`src/rtl/flcmd_pkg.sv`:
```
package flcmd_pkg;
    typedef enum logic [1:0] {
        MD_READ = 2'd0,
        MD_ASEL = 2'd1,
        MD_BYP  = 2'd2,
        MD_SUSP = 2'd3
    } mode_e;

    typedef enum logic [3:0] {
        SQ_IDLE, SQ_UNL1, SQ_UNL2, SQ_PGM,
        SQ_ER1, SQ_ER2, SQ_ER3, SQ_COLL,
        SQ_BPGM, SQ_BEXIT
    } seq_e;

    localparam logic [7:0] OP_UNL1  = 8'hAA;
    localparam logic [7:0] OP_UNL2  = 8'h55;
    localparam logic [7:0] OP_ASEL  = 8'h90;
    localparam logic [7:0] OP_PGM   = 8'hA0;
    localparam logic [7:0] OP_BYP   = 8'h20;
    localparam logic [7:0] OP_ERASE = 8'h80;
    localparam logic [7:0] OP_CHIP  = 8'h10;
    localparam logic [7:0] OP_BLK   = 8'h30;
    localparam logic [7:0] OP_RST   = 8'hF0;
    localparam logic [7:0] OP_SUSP  = 8'hB0;
    localparam logic [7:0] OP_BEXIT = 8'h00;
endpackage

```
`src/rtl/flcmd_addr_cmp.sv`:
```
module flcmd_addr_cmp #(
    parameter int CMP_W = 12
) (
    input  logic [CMP_W-1:0] addr_lo,
    input  logic             byte_mode,
    output logic             hit_cmd,
    output logic             hit_alt
);
    localparam int WORD_W = CMP_W - 1;

    localparam logic [WORD_W-1:0] W_CMD = WORD_W'(11'h555);
    localparam logic [WORD_W-1:0] W_ALT = WORD_W'(11'h2AA);
    localparam logic [CMP_W-1:0]  B_CMD = CMP_W'(12'hAAA);
    localparam logic [CMP_W-1:0]  B_ALT = CMP_W'(12'h555);

    always_comb begin
        if (byte_mode) begin
            hit_cmd = (addr_lo == B_CMD);
            hit_alt = (addr_lo == B_ALT);
        end else begin
            hit_cmd = (addr_lo[WORD_W-1:0] == W_CMD);
            hit_alt = (addr_lo[WORD_W-1:0] == W_ALT);
        end
    end
endmodule

```
`src/rtl/flcmd_blk_map.sv`:
```
module flcmd_blk_map #(
    parameter int ADDR_W = 19,
    parameter int NBLK   = 11
) (
    input  logic [ADDR_W-1:0] addr,
    input  logic              byte_mode,
    output logic [NBLK-1:0]   blk_oh
);
    localparam int WA_W  = ADDR_W - 1;
    localparam int TOP_L = WA_W - 3;
    localparam int IDX_W = $clog2(NBLK);

    logic [WA_W-1:0]  wa;
    logic [2:0]       top;
    logic [IDX_W-1:0] idx;

    always_comb begin
        wa  = byte_mode ? addr[ADDR_W-1:1] : addr[WA_W-1:0];
        top = wa[WA_W-1:TOP_L];
        if (top != 3'd7)
            idx = IDX_W'(top);
        else if (!wa[TOP_L-1])
            idx = IDX_W'(7);
        else if (wa[TOP_L-2])
            idx = IDX_W'(10);
        else if (wa[TOP_L-3])
            idx = IDX_W'(9);
        else
            idx = IDX_W'(8);
    end

    for (genvar i = 0; i < NBLK; i++) begin : g_oh
        assign blk_oh[i] = (idx == IDX_W'(i));
    end
endmodule

```
`src/rtl/flcmd_decoder.sv`:
```
module flcmd_decoder
    import flcmd_pkg::*;
#(
    parameter int ADDR_W = 19,
    parameter int DATA_W = 16,
    parameter int NBLK   = 11
) (
    input  logic              clk,
    input  logic              rst_n,
    input  logic              byte_mode,
    input  logic              busy,
    input  logic              erase_tmo,
    input  logic              wr_en,
    input  logic [ADDR_W-1:0] wr_addr,
    input  logic [DATA_W-1:0] wr_data,
    output logic [1:0]        mode,
    output logic              rst_stb,
    output logic              asel_stb,
    output logic              prog_stb,
    output logic [ADDR_W-1:0] prog_addr,
    output logic [DATA_W-1:0] prog_data,
    output logic              chip_erase_stb,
    output logic              blk_erase_stb,
    output logic [NBLK-1:0]   blk_mask,
    output logic              susp_stb,
    output logic              resume_stb
);
    localparam int CMP_W = 12;

    typedef struct packed {
        seq_e              seq;
        mode_e             mode;
        logic [NBLK-1:0]   list;
        logic              rst_stb;
        logic              asel_stb;
        logic              prog_stb;
        logic              chip_stb;
        logic              blk_stb;
        logic              susp_stb;
        logic              res_stb;
        logic [ADDR_W-1:0] paddr;
        logic [DATA_W-1:0] pdata;
        logic [NBLK-1:0]   bmask;
    } st_t;

    st_t st_d, st_q;

    logic            hit_cmd, hit_alt;
    logic [NBLK-1:0] blk_oh;
    logic [7:0]      op;
    logic            brk;

    flcmd_addr_cmp #(.CMP_W(CMP_W)) u_cmp (
        .addr_lo   (wr_addr[CMP_W-1:0]),
        .byte_mode (byte_mode),
        .hit_cmd   (hit_cmd),
        .hit_alt   (hit_alt)
    );

    flcmd_blk_map #(.ADDR_W(ADDR_W), .NBLK(NBLK)) u_map (
        .addr      (wr_addr),
        .byte_mode (byte_mode),
        .blk_oh    (blk_oh)
    );

    assign op = wr_data[7:0];

    always_comb begin
        st_d          = st_q;
        st_d.rst_stb  = 1'b0;
        st_d.asel_stb = 1'b0;
        st_d.prog_stb = 1'b0;
        st_d.chip_stb = 1'b0;
        st_d.blk_stb  = 1'b0;
        st_d.susp_stb = 1'b0;
        st_d.res_stb  = 1'b0;
        brk           = 1'b0;

        if (st_q.seq == SQ_COLL && erase_tmo) begin
            // closing the list wins over any write in the same cycle
            st_d.blk_stb = 1'b1;
            st_d.bmask   = st_q.list;
            st_d.list    = '0;
            st_d.seq     = SQ_IDLE;
        end else if (wr_en) begin
            if (busy && st_q.seq != SQ_COLL) begin
                if (op == OP_RST) begin
                    st_d.rst_stb = 1'b1;
                    st_d.mode    = MD_READ;
                    st_d.seq     = SQ_IDLE;
                    st_d.list    = '0;
                end else if (op == OP_SUSP && st_q.mode != MD_SUSP) begin
                    st_d.susp_stb = 1'b1;
                    st_d.mode     = MD_SUSP;
                    st_d.seq      = SQ_IDLE;
                end
            end else if (st_q.seq == SQ_PGM || st_q.seq == SQ_BPGM) begin
                st_d.prog_stb = 1'b1;
                st_d.paddr    = wr_addr;
                st_d.pdata    = wr_data;
                st_d.seq      = SQ_IDLE;
                if (st_q.seq == SQ_PGM)
                    st_d.mode = (st_q.mode == MD_SUSP) ? MD_SUSP : MD_READ;
            end else if (op == OP_RST) begin
                st_d.rst_stb = 1'b1;
                st_d.mode    = MD_READ;
                st_d.seq     = SQ_IDLE;
                st_d.list    = '0;
            end else begin
                case (st_q.seq)
                    SQ_IDLE: begin
                        if (st_q.mode == MD_BYP) begin
                            if (op == OP_PGM)       st_d.seq = SQ_BPGM;
                            else if (op == OP_ASEL) st_d.seq = SQ_BEXIT;
                            else                    brk = 1'b1;
                        end else if (st_q.mode == MD_SUSP && op == OP_BLK) begin
                            st_d.res_stb = 1'b1;
                            st_d.mode    = MD_READ;
                        end else if (hit_cmd && op == OP_UNL1) begin
                            st_d.seq = SQ_UNL1;
                        end else begin
                            brk = 1'b1;
                        end
                    end
                    SQ_UNL1: begin
                        if (hit_alt && op == OP_UNL2) st_d.seq = SQ_UNL2;
                        else                          brk = 1'b1;
                    end
                    SQ_UNL2: begin
                        if (!hit_cmd) begin
                            brk = 1'b1;
                        end else if (op == OP_ASEL) begin
                            st_d.asel_stb = 1'b1;
                            st_d.seq      = SQ_IDLE;
                            st_d.mode     = (st_q.mode == MD_SUSP) ? MD_SUSP : MD_ASEL;
                        end else if (op == OP_PGM) begin
                            st_d.seq = SQ_PGM;
                        end else if (op == OP_BYP && st_q.mode != MD_SUSP) begin
                            st_d.seq  = SQ_IDLE;
                            st_d.mode = MD_BYP;
                        end else if (op == OP_ERASE && st_q.mode != MD_SUSP) begin
                            st_d.seq = SQ_ER1;
                        end else begin
                            brk = 1'b1;
                        end
                    end
                    SQ_ER1: begin
                        if (hit_cmd && op == OP_UNL1) st_d.seq = SQ_ER2;
                        else                          brk = 1'b1;
                    end
                    SQ_ER2: begin
                        if (hit_alt && op == OP_UNL2) st_d.seq = SQ_ER3;
                        else                          brk = 1'b1;
                    end
                    SQ_ER3: begin
                        if (hit_cmd && op == OP_CHIP) begin
                            st_d.chip_stb = 1'b1;
                            st_d.seq      = SQ_IDLE;
                            st_d.mode     = MD_READ;
                        end else if (op == OP_BLK) begin
                            st_d.list = blk_oh;
                            st_d.seq  = SQ_COLL;
                            st_d.mode = MD_READ;
                        end else begin
                            brk = 1'b1;
                        end
                    end
                    SQ_COLL: begin
                        if (op == OP_BLK) st_d.list = st_q.list | blk_oh;
                        else              brk = 1'b1;
                    end
                    SQ_BEXIT: begin
                        st_d.seq  = SQ_IDLE;
                        st_d.mode = MD_READ;
                        if (op != OP_BEXIT) brk = 1'b1;
                    end
                    default: brk = 1'b1;
                endcase
            end
        end

        if (brk) begin
            st_d.seq  = SQ_IDLE;
            st_d.list = '0;
            st_d.mode = (st_q.mode == MD_SUSP) ? MD_SUSP : MD_READ;
        end
    end

    always_ff @(posedge clk or negedge rst_n) begin
        if (!rst_n) begin
            st_q <= '{seq: SQ_IDLE, mode: MD_READ, default: '0};
        end else begin
            st_q <= st_d;
        end
    end

    assign mode           = st_q.mode;
    assign rst_stb        = st_q.rst_stb;
    assign asel_stb       = st_q.asel_stb;
    assign prog_stb       = st_q.prog_stb;
    assign prog_addr      = st_q.paddr;
    assign prog_data      = st_q.pdata;
    assign chip_erase_stb = st_q.chip_stb;
    assign blk_erase_stb  = st_q.blk_stb;
    assign blk_mask       = st_q.bmask;
    assign susp_stb       = st_q.susp_stb;
    assign resume_stb     = st_q.res_stb;
endmodule

```
`config.mk`:
```
export PLATFORM = sky130hd
export DESIGN_NAME = flcmd_decoder
export DESIGN_NICKNAME = d
export VERILOG_FILES = /design/src/rtl/flcmd_pkg.sv /design/src/rtl/flcmd_addr_cmp.sv /design/src/rtl/flcmd_blk_map.sv /design/src/rtl/flcmd_decoder.sv
export SDC_FILE = /design/constraint.sdc
export NUM_CORES = 1
export LEC_CHECK = 0
export BUFFER_PORTS_ARGS = -buffer_cell sky130_fd_sc_hd__buf_4
export CORE_MARGIN = 1
export CORE_UTILIZATION = 38
export CTS_CLUSTER_DIAMETER = 80
export DETAILED_ROUTE_END_ITERATION = 7
export PLACE_DENSITY = 0.67
export SLEW_MARGIN = 10
export SYNTH_ARGS = -nofsm -noshare
export SYNTH_HDL_FRONTEND = slang
export SYNTH_HIERARCHICAL = 1
export SYNTH_SLANG_ARGS = --single-unit
export TNS_END_PERCENT = 50
```
`constraint.sdc`:
```
create_clock -name clk -period 2.3 [get_ports clk]
set_clock_uncertainty 0.15 [all_clocks]
set_input_delay 0.23 -clock clk [delete_from_list [all_inputs] [get_ports clk]]
set_output_delay 0.23 -clock clk [all_outputs]
set_load 0.02 [all_outputs]
```
==> flow_summary.toml <==
[outcome]
status = "complete, but fails checks"
violations = "setup timing"

[placed_design]
place_ws_ns = -0.578
gp_congestion = 0.875
dp.cells = 731
dp_hpwl_um = 8480
io_buffers = 95

[synth]
async_flop_share_pct = 100
synthDistinctLibCells = 69
yosysMostFrequentCell = "nand2_1"
synth_area_leaders = "dfrtp_1, nand2_1, buf_4"
yosysSeqAreaShare_pct = 41.2
syn_avg_cell_area_um2 = 8.67
postSynthCellCount = 491
syn-num-nets = 532
yosys_warnings = 6
synth-main-ff-cell = "dfrtp_1"
synth_top_cell_area_share_pct = 41.2
yosysTopAreaCell = "dfrtp_1"
ys_ff_latch = 70
synth_commonest_cells = "nand2_1, dfrtp_1, buf_4"
synth_edf_count = 0
synth.cell_area_um2 = 4260

[timing]
timing.hold.ws_ns = 0.0240
fin_ws_ns = -0.242
hold_viol = 0
finalSetupViolations = 17
slew_viol_final = 0
rsz0062_at_grt = "true"
maxSlewHeadroom_pct = 66.1
clock.fmax_mhz = 393
fin_tns_setup_ns = -2.66
fin_crit_ns = 2.54
tightest_slew_ns = 0.504
period_share_pct = 111

[final_layout]
area_delta_synth_final_pct = 39.3
final_layout_size_suffix_gt1_share_pct = 37.4
nets = 672
instances_no_fill = 776
antenna_cells = 0

[drt]
drt_wl_total_um = 11900
wire_per_inst_um = 15.3
wl_met2_um = 6010
drtIter0Drc = 237
viasPerCell = 5.06
top_layer = "met4"
num_vias = 3927
met3_length_um = 485
firstDrtPassIters = 4
ant_nets = 0
wl_met1_um = 5150
route.detailed.drc = 0

[global_routing]
first_global_vias = 3889
antenna_found_initial = 0
grt_remaining_overflow = 0
grt_usage_pct = 21.8
grt_max_degree = 50
grt_pass1_wl_um = 19600

[power]
power_density_nw_per_um2 = 768
power_mw = 4.56
vdd.ir_drop.worst_uv = 481
leakage_nw = 2.97

[clocking]
clk_latency_ns = 0.36
clock_path_buffers = 2
clk_pin_slew_ns = 0.08
root_buffer = "clkbuf_8"
clock_sinks = 70
cts_buffers = 9
tritoncts = "built"
htree_levels = 3

[floorplanning]
core_area_um2 = 10900
io_pins = 96
dieArea_um2 = 11600
initial_core_util_pct = 39.1
fp.dieW_um = 108
die_y_um = 108
rows = 38

[worst_setup_path]
worstSetupStartpoint = "st_q[66]$_DFFE_PN0P_"
startpoint_type = "flip-flop"
critical_path_class = "reg -> reg"
r2r_start = "st_q[66]$_DFFE_PN0P_"
worstSetupEndpointType = "flip-flop"
cp.required_ns = 2.40
cp_slowest_cell = "dfrtp_2"
crit_family = "simple AND/OR/NAND/NOR gates"
path_cells = "buf_12 -> nand2b_1 -> nor3_4 -> o21ai_1 -> a41oi_1 -> nor4_1 -> buf_4 -> nor2_1 -> mux2_2"
slowest_delay_ns = 0.47
critPathBufInv = 2
cp_max_fo = 10
critPathArrivalTime_ns = 2.64

[worst_hold_path]
min_from = "wr_addr[9]"
hold_class = "in -> reg"

[run]
maxCapViolations = 0
==> flip-flops by register name (all words and copies together) (netlist names) <==
signal          flops
prog_data          16
st_q               15
chip_erase_stb      1
asel_stb            1
prog_addr          19
blk_mask           11
prog_stb            1
mode                2
blk_erase_stb       1
rst_stb             1
susp_stb            1
resume_stb          1
==> worst register-to-register path, stage by stage (launching register included) <==
cell and delay [ns]:
dfrtp_2 0.47, buf_12 0.16, nand2b_1 0.22, nor3_4 0.31, o21ai_1 0.16, a41oi_1 0.24, nor4_1 0.07, buf_4 0.14
nor2_1 0.16, mux2_2 0.36
==> cell type report <==
type,count,area [um^2]
fill,979,4960
multi-input combinational,343,2080
sequential,70,1750
timing repair buffer,199,1660
tap,140,175
clock buffer,10,138
clock inverter,6,93.8
inverter,8,30.0
==> per-layer routing <==
metal | global-route usage, % | up-vias
li1 | - | 1919
met1 | 27.3 | 1884
met2 | 37.3 | 104
met3 | 3.93 | 20
met4 | 8.02 | 0
met5 | 0 | -
==> timing repair <==
| item | CTS | global route |
|---|---|---|
| pin swaps | 18 | 7 |
| setup buffers | 4 | 1 |
| hold buffers | 22 | 0 |
| resized for setup | 25 | 7 |
| hold endpoints to repair | 91 | 0 |
| cloned | 2 | 0 |
| endpoints found under the setup margin | 43 | 52 |
==> power breakdown <==
part	internal [mW]	total (mW)	switching (mW)
logic	0.850	1.78	0.928
registers	1.47	1.62	0.145
clock network	0.648	1.16	0.512
total	2.97	4.56	1.58
==> layout by cell type, fill, tap and decap left out, drive strengths merged, types with 6 or more instances in the layout <==
cell / count
o21ai: 9
dlygate4sd3: 22
nor3: 8
nand2: 158
mux2: 6
nor2: 29
a21oi: 16
nand2b: 8
clkbuf: 10
inv: 8
a22o: 12
dfrtp: 70
nor2b: 8
and2: 6
nand3: 9
nand4: 9
buf: 177
==> stage by stage <==
step                      cell area, um^2  utilization (%)
final                                5930             54.5
after global routing                 5930             54.5
after CTS                            5890             54.1
after detailed placement             5270             48.4
after global placement               5270             48.4
after floorplan                      4280                -
==> path summary, 6_finish.rpt <==
check,end,slack (ns),cells past startpoint
min in group asynchronous,asel_stb$_DFF_PN0_,0.15,2
hold reg to reg,blk_mask[4]$_DFFE_PN0P_,0.32,2
setup / recovery,mode[0]$_DFFE_PN0P_,-0.24,9
setup reg to reg,mode[0]$_DFFE_PN0P_,-0.24,9
max in group asynchronous,st_q[66]$_DFFE_PN0P_,1.27,3
hold / removal,prog_addr[9]$_DFFE_PN0P_,0.02,4
==> cells by family after synthesis <==
group	share of synthesized area, %
AOI/OAI and AO/OA	12.8
and+or+nand+nor	30.3
DFF	41.2
buffers and inverters	13.0
muxes	2.70
(Power assumes the default switching activity.)
